File: config.mk
export PLATFORM = sky130hd
export DESIGN_NAME = hostglb_top
export DESIGN_NICKNAME = d
export VERILOG_FILES = /design/src/rtl/hostglb_pkg.sv /design/src/rtl/hostglb_ctrl.sv /design/src/rtl/hostglb_regs.sv /design/src/rtl/hostglb_top.sv
export SDC_FILE = /design/constraint.sdc
export NUM_CORES = 1
export LEC_CHECK = 0
export BUFFER_PORTS_ARGS = -buffer_cell sky130_fd_sc_hd__buf_2
export CAP_MARGIN = 15
export CORE_MARGIN = 1.5
export CORE_UTILIZATION = 34
export DETAILED_ROUTE_END_ITERATION = 7
export PLACE_DENSITY = 0.76
export REMOVE_ABC_BUFFERS = 1
export SLEW_MARGIN = 25
export SYNTH_ARGS = -nofsm -noshare
export SYNTH_HDL_FRONTEND = slang
export SYNTH_HIERARCHICAL = 1
export SYNTH_SLANG_ARGS = --single-unit
File: constraint.sdc
create_clock -name clk -period 1.8 [get_ports clk]
set_input_delay 0.27 -clock clk [delete_from_list [all_inputs] [get_ports clk]]
set_output_delay 0.27 -clock clk [all_outputs]
set_load 0.02 [all_outputs]
File: src/rtl/hostglb_pkg.sv
package hostglb_pkg;

  localparam int unsigned GLB_SPAN = 'h100;
  localparam int unsigned WIN_SPAN = 'h80;

  typedef enum logic [2:0] {
    SEL_NONE,
    SEL_CAP,
    SEL_CTRL,
    SEL_STAT,
    SEL_IMPL,
    SEL_VER
  } rdSel_e;

  typedef struct packed {
    logic   ctrlWr;
    logic   statWr;
    logic   rstStart;
    logic   rstBusy;
    rdSel_e rdSel;
  } glbStrobe_t;

endpackage

File: src/rtl/hostglb_ctrl.sv
module hostglb_ctrl
  import hostglb_pkg::*;
#(
  parameter int NUM_PORTS    = 4,
  parameter int ADDR_W       = 12,
  parameter int RESET_CYCLES = 16
) (
  input  logic                 clk,
  input  logic                 rstN,
  input  logic [ADDR_W-1:0]    busAddr,
  input  logic                 busWrEn,
  input  logic                 wrBit0,
  output glbStrobe_t           strb,
  output logic [NUM_PORTS-1:0] portSel,
  output logic [6:0]           portOff
);

  localparam int CNT_W = $clog2(RESET_CYCLES + 1);
  localparam logic [ADDR_W-1:0] GLB_LIM = ADDR_W'(GLB_SPAN);

  logic             busyQ;
  logic [CNT_W-1:0] cntQ;
  logic             globalHit;
  logic [5:0]       wordIdx;
  logic [31:0]      addr32;
  rdSel_e           rdSel;

  assign globalHit = busAddr < GLB_LIM;
  assign wordIdx   = busAddr[7:2];
  assign addr32    = 32'(busAddr);

  always_comb begin
    rdSel = SEL_NONE;
    if (globalHit) begin
      case (wordIdx)
        6'd0:    rdSel = SEL_CAP;
        6'd1:    rdSel = SEL_CTRL;
        6'd2:    rdSel = SEL_STAT;
        6'd3:    rdSel = SEL_IMPL;
        6'd4:    rdSel = SEL_VER;
        default: rdSel = SEL_NONE;
      endcase
    end
  end

  always_comb begin
    strb.rdSel    = rdSel;
    strb.rstBusy  = busyQ;
    strb.ctrlWr   = busWrEn && !busyQ && (rdSel == SEL_CTRL);
    strb.statWr   = busWrEn && !busyQ && (rdSel == SEL_STAT);
    strb.rstStart = busWrEn && !busyQ && (rdSel == SEL_CTRL) && wrBit0;
  end

  // reset sequencer: busy for exactly RESET_CYCLES cycles
  always_ff @(posedge clk or negedge rstN) begin
    if (!rstN) begin
      busyQ <= 1'b0;
      cntQ  <= '0;
    end else if (strb.rstStart) begin
      busyQ <= 1'b1;
      cntQ  <= CNT_W'(RESET_CYCLES - 1);
    end else if (busyQ) begin
      if (cntQ == '0) busyQ <= 1'b0;
      else            cntQ  <= cntQ - 1'b1;
    end
  end

  // per-port window decode
  for (genvar n = 0; n < NUM_PORTS; n++) begin : g_win
    localparam int unsigned WIN_LO = GLB_SPAN + n * WIN_SPAN;
    assign portSel[n] = (addr32 >= WIN_LO) && (addr32 < WIN_LO + WIN_SPAN);
  end
  assign portOff = busAddr[6:0];


  rst_start_chk: assert property (@(posedge clk) disable iff (!rstN)
    strb.rstStart |=> strb.rstBusy);


  win_onehot_chk: assert property (@(posedge clk) disable iff (!rstN)
    $onehot0(portSel));

endmodule

File: src/rtl/hostglb_regs.sv
module hostglb_regs
  import hostglb_pkg::*;
#(
  parameter int          NUM_PORTS = 4,
  parameter int          NUM_SLOTS = 32,
  parameter logic [31:0] IMPL_MAP  = 32'h0000_000F,
  parameter logic [31:0] VERSION   = 32'h0001_0000
) (
  input  logic                 clk,
  input  logic                 rstN,
  input  glbStrobe_t           strb,
  input  logic [31:0]          busWrData,
  input  logic [NUM_PORTS-1:0] portIrq,
  output logic [31:0]          busRdData,
  output logic                 irqOut,
  output logic                 portHalt
);

  localparam logic [31:0] CAP_VAL =
    {19'b0, 5'(NUM_SLOTS - 1), 3'b0, 5'(NUM_PORTS - 1)};
  localparam logic [NUM_PORTS-1:0] IMPL_V = NUM_PORTS'(IMPL_MAP);

  logic                 ienQ;
  logic                 modeQ;
  logic [NUM_PORTS-1:0] statusQ;
  logic [NUM_PORTS-1:0] clrMask;
  logic                 unusedWd;

  assign unusedWd = ^busWrData;
  assign clrMask  = strb.statWr ? busWrData[NUM_PORTS-1:0] : '0;

  // status: set from ports wins over write-1-to-clear
  always_ff @(posedge clk or negedge rstN) begin
    if (!rstN)                            statusQ <= '0;
    else if (strb.rstStart || strb.rstBusy) statusQ <= '0;
    else                                  statusQ <= (statusQ & ~clrMask) | portIrq;
  end

  always_ff @(posedge clk or negedge rstN) begin
    if (!rstN) begin
      ienQ  <= 1'b0;
      modeQ <= 1'b0;
    end else if (strb.rstStart) begin
      ienQ  <= 1'b0;
      modeQ <= 1'b0;
    end else if (strb.ctrlWr) begin
      ienQ  <= busWrData[1];
      modeQ <= busWrData[31];
    end
  end

  always_comb begin
    case (strb.rdSel)
      SEL_CAP:  busRdData = CAP_VAL;
      SEL_CTRL: busRdData = {modeQ, 29'b0, ienQ, strb.rstBusy};
      SEL_STAT: busRdData = 32'(statusQ);
      SEL_IMPL: busRdData = 32'(IMPL_V);
      SEL_VER:  busRdData = VERSION;
      default:  busRdData = 32'b0;
    endcase
  end

  assign irqOut   = ienQ && |(statusQ & IMPL_V);
  assign portHalt = strb.rstBusy;


  sticky_chk: assert property (@(posedge clk) disable iff (!rstN)
    (!strb.statWr && !strb.rstStart && !strb.rstBusy)
      |=> ((statusQ & $past(statusQ)) == $past(statusQ)));


  set_wins_chk: assert property (@(posedge clk) disable iff (!rstN)
    (!strb.rstStart && !strb.rstBusy)
      |=> ((statusQ & $past(portIrq)) == $past(portIrq)));


  irq_src_chk: assert property (@(posedge clk) disable iff (!rstN)
    irqOut |-> (statusQ != '0));


  busy_quiet_chk: assert property (@(posedge clk) disable iff (!rstN)
    strb.rstBusy |-> (statusQ == '0 && !ienQ && !modeQ));

endmodule

File: src/rtl/hostglb_top.sv
module hostglb_top
  import hostglb_pkg::*;
#(
  parameter int          NUM_PORTS    = 4,
  parameter int          NUM_SLOTS    = 32,
  parameter int          ADDR_W       = 12,
  parameter int          RESET_CYCLES = 16,
  parameter logic [31:0] IMPL_MAP     = 32'h0000_000F,
  parameter logic [31:0] VERSION      = 32'h0001_0000
) (
  input  logic                 clk,
  input  logic                 rstN,
  input  logic [ADDR_W-1:0]    busAddr,
  input  logic                 busWrEn,
  input  logic [31:0]          busWrData,
  output logic [31:0]          busRdData,
  input  logic [NUM_PORTS-1:0] portIrq,
  output logic                 irqOut,
  output logic                 portHalt,
  output logic [NUM_PORTS-1:0] portSel,
  output logic [6:0]           portOff
);

  glbStrobe_t strb;

  hostglb_ctrl #(
    .NUM_PORTS(NUM_PORTS), .ADDR_W(ADDR_W), .RESET_CYCLES(RESET_CYCLES)
  ) u_ctrl (
    .clk(clk), .rstN(rstN), .busAddr(busAddr), .busWrEn(busWrEn),
    .wrBit0(busWrData[0]), .strb(strb), .portSel(portSel), .portOff(portOff)
  );

  hostglb_regs #(
    .NUM_PORTS(NUM_PORTS), .NUM_SLOTS(NUM_SLOTS),
    .IMPL_MAP(IMPL_MAP), .VERSION(VERSION)
  ) u_regs (
    .clk(clk), .rstN(rstN), .strb(strb), .busWrData(busWrData),
    .portIrq(portIrq), .busRdData(busRdData), .irqOut(irqOut),
    .portHalt(portHalt)
  );

endmodule

==> summary.md <==
| Metric | Value |
|---|---|
| Status | `finished, violations left` |
| Violated checks | `setup timing` |
| Setup CP Type | `in -> out` |
| Worst r2r src | `u_ctrl/cntQ[0]$_DFFE_PN0P_` |
| GR Overflow Total | `0` |
| Sequential area share after synthesis | `27.1%` |
| Die ar. | `3620 um^2` |
| Worst Hold Path EP | `u_regs/ienQ$_DFFE_PN0P_` |
| FF+latch count, synth | `12` |
| Starting Density | `36.1%` |
| I/O pin cnt | `96` |
| Setup crit start kind | `primary input` |
| Critical Path Fanout Max | `4` |
| Flop2flop setup slack | `0.19 ns` |
| Global-route wire length before repair | `4.10 mm` |
| Via/cell ratio | `4.74` |
| Syn. warnings | `6` |
| # placed instances | `220` |
| Adder-Cell Fraction of Synth Area | `2.25%` |
| Synthesized cell area | `1110 um^2` |
| Cell variety after synth | `36` |
| Final Hold Viols | `0` |
| Maximum vdd drop | `361 uV` |
| Final ANT Viol Nets | `0` |
| Core ar. | `3080 um^2` |
| GRT Total Usage | `15.2%` |
| Reg2reg path depth | `5` |
| Max Cap Viol | `0` |
| DRC | `0` |
| H-tree Lvls | `1` |
| Final Non-Filler Cells | `around 230` |
| Min cycle time layout | `2.01 ns` |
| Post-synthesis mux area share | `1.80%` |
| CTS tree | `built` |
| Worst hold-check path type | `in -> reg` |
| Final WS setup | `-0.211 ns` |
| Setup_tns | `-1.27 ns` |
| Pin count of the biggest net entering global routing | `13` |
| RePlAce Congestion | `0.716` |
| Clock slew at reported path FFs | `0.07 ns` |
| Final Setup Violations | `11` |
| Most common cell on crit path | `buf_4` |
| Unrepaired setup endpoints after global routing | `yes` |
| Power per Cell Area | `719 nW/um^2` |
| WL/cell | `between 10 and 15 um` |
| Fin util | `between 50% and 60%` |
| 1st-pass router iterations | `4` |
| Total CTS buffers | `3` |
| Worst-Skew Late Latency | `between 0.2 and 0.3 ns` |
| Layout area overhead | `39.6%` |
| Fill cells | `282` |
| Cells on Worst Hold Path | `3` |
| Port Buffers | `43` |
| CTS root buf | `clkbuf_4` |
| # rows | `20` |
| Final Skew | `0.00112 ns` |
| Area share of and/or/nand/nor cells after synthesis | `a little under a third` |
| Final period util | `112%` |
| Critical R2R Capture | `u_ctrl/cntQ[1]$_DFFE_PN0P_` |
| Worst endpoint data arrival time | `1.74 ns` |
| Max stage delay on crit path | `0.29 ns` |
| Chip Height | `~60 um` |
| Crit path cell chain | `buf_8 > nor4_4 > buf_4 > nand3b_1 > a21oi_2 > buf_6 > nor2b_4 > a22oi_2 > o21ai_1 > buf_4` |
| Largest family of logic cells by synthesized area | `simple AND/OR/NAND/NOR gates` |
| Maximum clock frequency | `0.497 GHz` |
| Synth Area in XOR/XNOR | `0%` |
| ANT cells | `0` |
| Share of layout cells above drive strength 1 | `45.7%` |
| Nets | `239` |
| Vias in the first global route | `951` |
| Leak | `0.765 nW` |
| CTS sink cnt | `12` |
| Syn Inst Count | `132` |
| Clk buf depth | `2` |
| Via Count | `1080` |
| Critical Path End Type | `output port` |
| Hold path startpoint | `busWrData[1]` |
| Antenna violations before repair | `0` |
| Final WL | `2.65 mm` |
| Max Slew Vio Count | `0` |
| Syn avg cell area | `roughly 8.4 um^2` |
| Slowest-stage cell, CP | `nor4_4` |
| Compound-gate portion of the synthesized area | `12.2%` |
| CP Data Required Time | `between 1.5 and 2 ns` |
| DR iter-0 viols | `42` |
| Post-DP HPWL | `1.91 mm` |
| Die width | `around 60 um` |
==> placed cells by master (no fill, tap or decap), drive strengths merged, types with 3 or more instances in the layout <==
cell,count
nor4,5
and3b,3
nor3,5
clkbuf,3
or4b,3
nand2,12
nor2,6
dfrtp,12
nor3b,3
and3,3
buf,64
inv,4
conb,21
nand2b,4
a21oi,8
o21ai,4
==> sequential cells by signal (all words and copies together), names as in the netlist <==
name            count
u_regs/modeQ        1
u_regs/ienQ         1
u_ctrl/cntQ         5
u_regs/statusQ      4
u_ctrl/busyQ        1
==> cells by family after synthesis <==
family,Yosys count
simple gates,54
buf+inv,40
compound gates,21
flops,12
mux,2
fa+ha+maj,2
other cells,1
==> routing by layer <==
layer	up-vias	track usage (%)	share of wire (%)
li1	513	-	-
met5	-	0	0
met2	52	28.0	54
met4	0	2.86	0.30
met3	2	6.28	7.7
met1	513	16.1	38
==> stage by stage <==
stage | area, um^2 | hold slack, ns | total power [mW] | setup slack, ns
after floorplan | 915 | -0.0256 | 0.756 | -1.54
after global placement | 1310 | 0.157 | 0.902 | -0.218
after detailed placement | 1310 | 0.158 | 0.927 | -0.243
after CTS | 1530 | 0.259 | 1.11 | -0.138
after global routing | 1550 | 0.263 | 1.21 | -0.315
final | 1550 | 0.273 | 1.11 | -0.211
==> synth_stat cells, drive strengths merged <==
cell type  count  area [um^2]
a211o          1         8.76
a211oi         1         7.51
a21boi         1         7.51
a21oi          8         40.0
a22oi          2         15.0
a31o           2         17.5
and2b          1         8.76
and3           3         18.8
and3b          3         27.5
buf           36          270
conb           1         3.75
dfrtp         12          300
ha             2         25.0
inv            4         15.0
mux2i          2         20.0
nand2         12         45.0
nand2b         4         25.0
nand3          2         10.0
nand3b         2         15.0
nand4          1         6.26
nor2           6         22.5
nor2b          2         12.5
nor3           5         30.0
nor3b          3         32.5
nor4           5         37.5
nor4b          1         8.76
o21ai          4         20.0
o31ai          1         7.51
o41a           1         11.3
or3            1         6.26
or4b           3         33.8
==> what timing repair did <==
item,in CTS,in global routing
pin swaps,11,5
endpoints found under the hold margin,12,0
hold buffers,1,0
setup buffers,6,2
endpoints found under the setup margin,11,17
resized for setup,33,5
==> worst max-delay path, delay by kind of cell <==
| kind | cells | cell delay (ns) |
|---|---|---|
| buffers and inverters | 4 | 0.56 |
| AND/OR/NAND/NOR | 3 | 0.55 |
| AO/OA/AOI/OAI | 3 | 0.36 |
==> how the worst max path moves through the flow <==
stage	startpoint	end	slack, ns	cells past startpoint
2_1_floorplan	busAddr[6]	busRdData[0]	-1.54	6
3_3_place_gp	busAddr[6]	busRdData[31]	-0.22	9
3_5_place_dp	busAddr[6]	busRdData[1]	-0.24	10
4_1_cts	busAddr[8]	busRdData[1]	-0.14	10
5_1_grt	busAddr[7]	busRdData[0]	-0.31	10
6_report	busAddr[7]	busRdData[0]	-0.21	10
==> cell type report <==
class                      count  area [um^2]  share of cell area, %
multi-input combinational    100          674                   43.5
timing repair buffer          65          482                   31.1
sequential                    12          300                   19.4
tap                           44         55.1                   3.55
clock buffer                   3         22.5                   1.45
inverter                       4         15.0                  0.969
==> power by group <==
part	switching (mW)	internal [mW]	total, mW
clock	0.0809	0.0773	0.158
combinational	0.251	0.192	0.443
sequential	0.133	0.381	0.513
total	0.464	0.650	1.11
No activity file was read; power rests on OpenSTA's default activity.
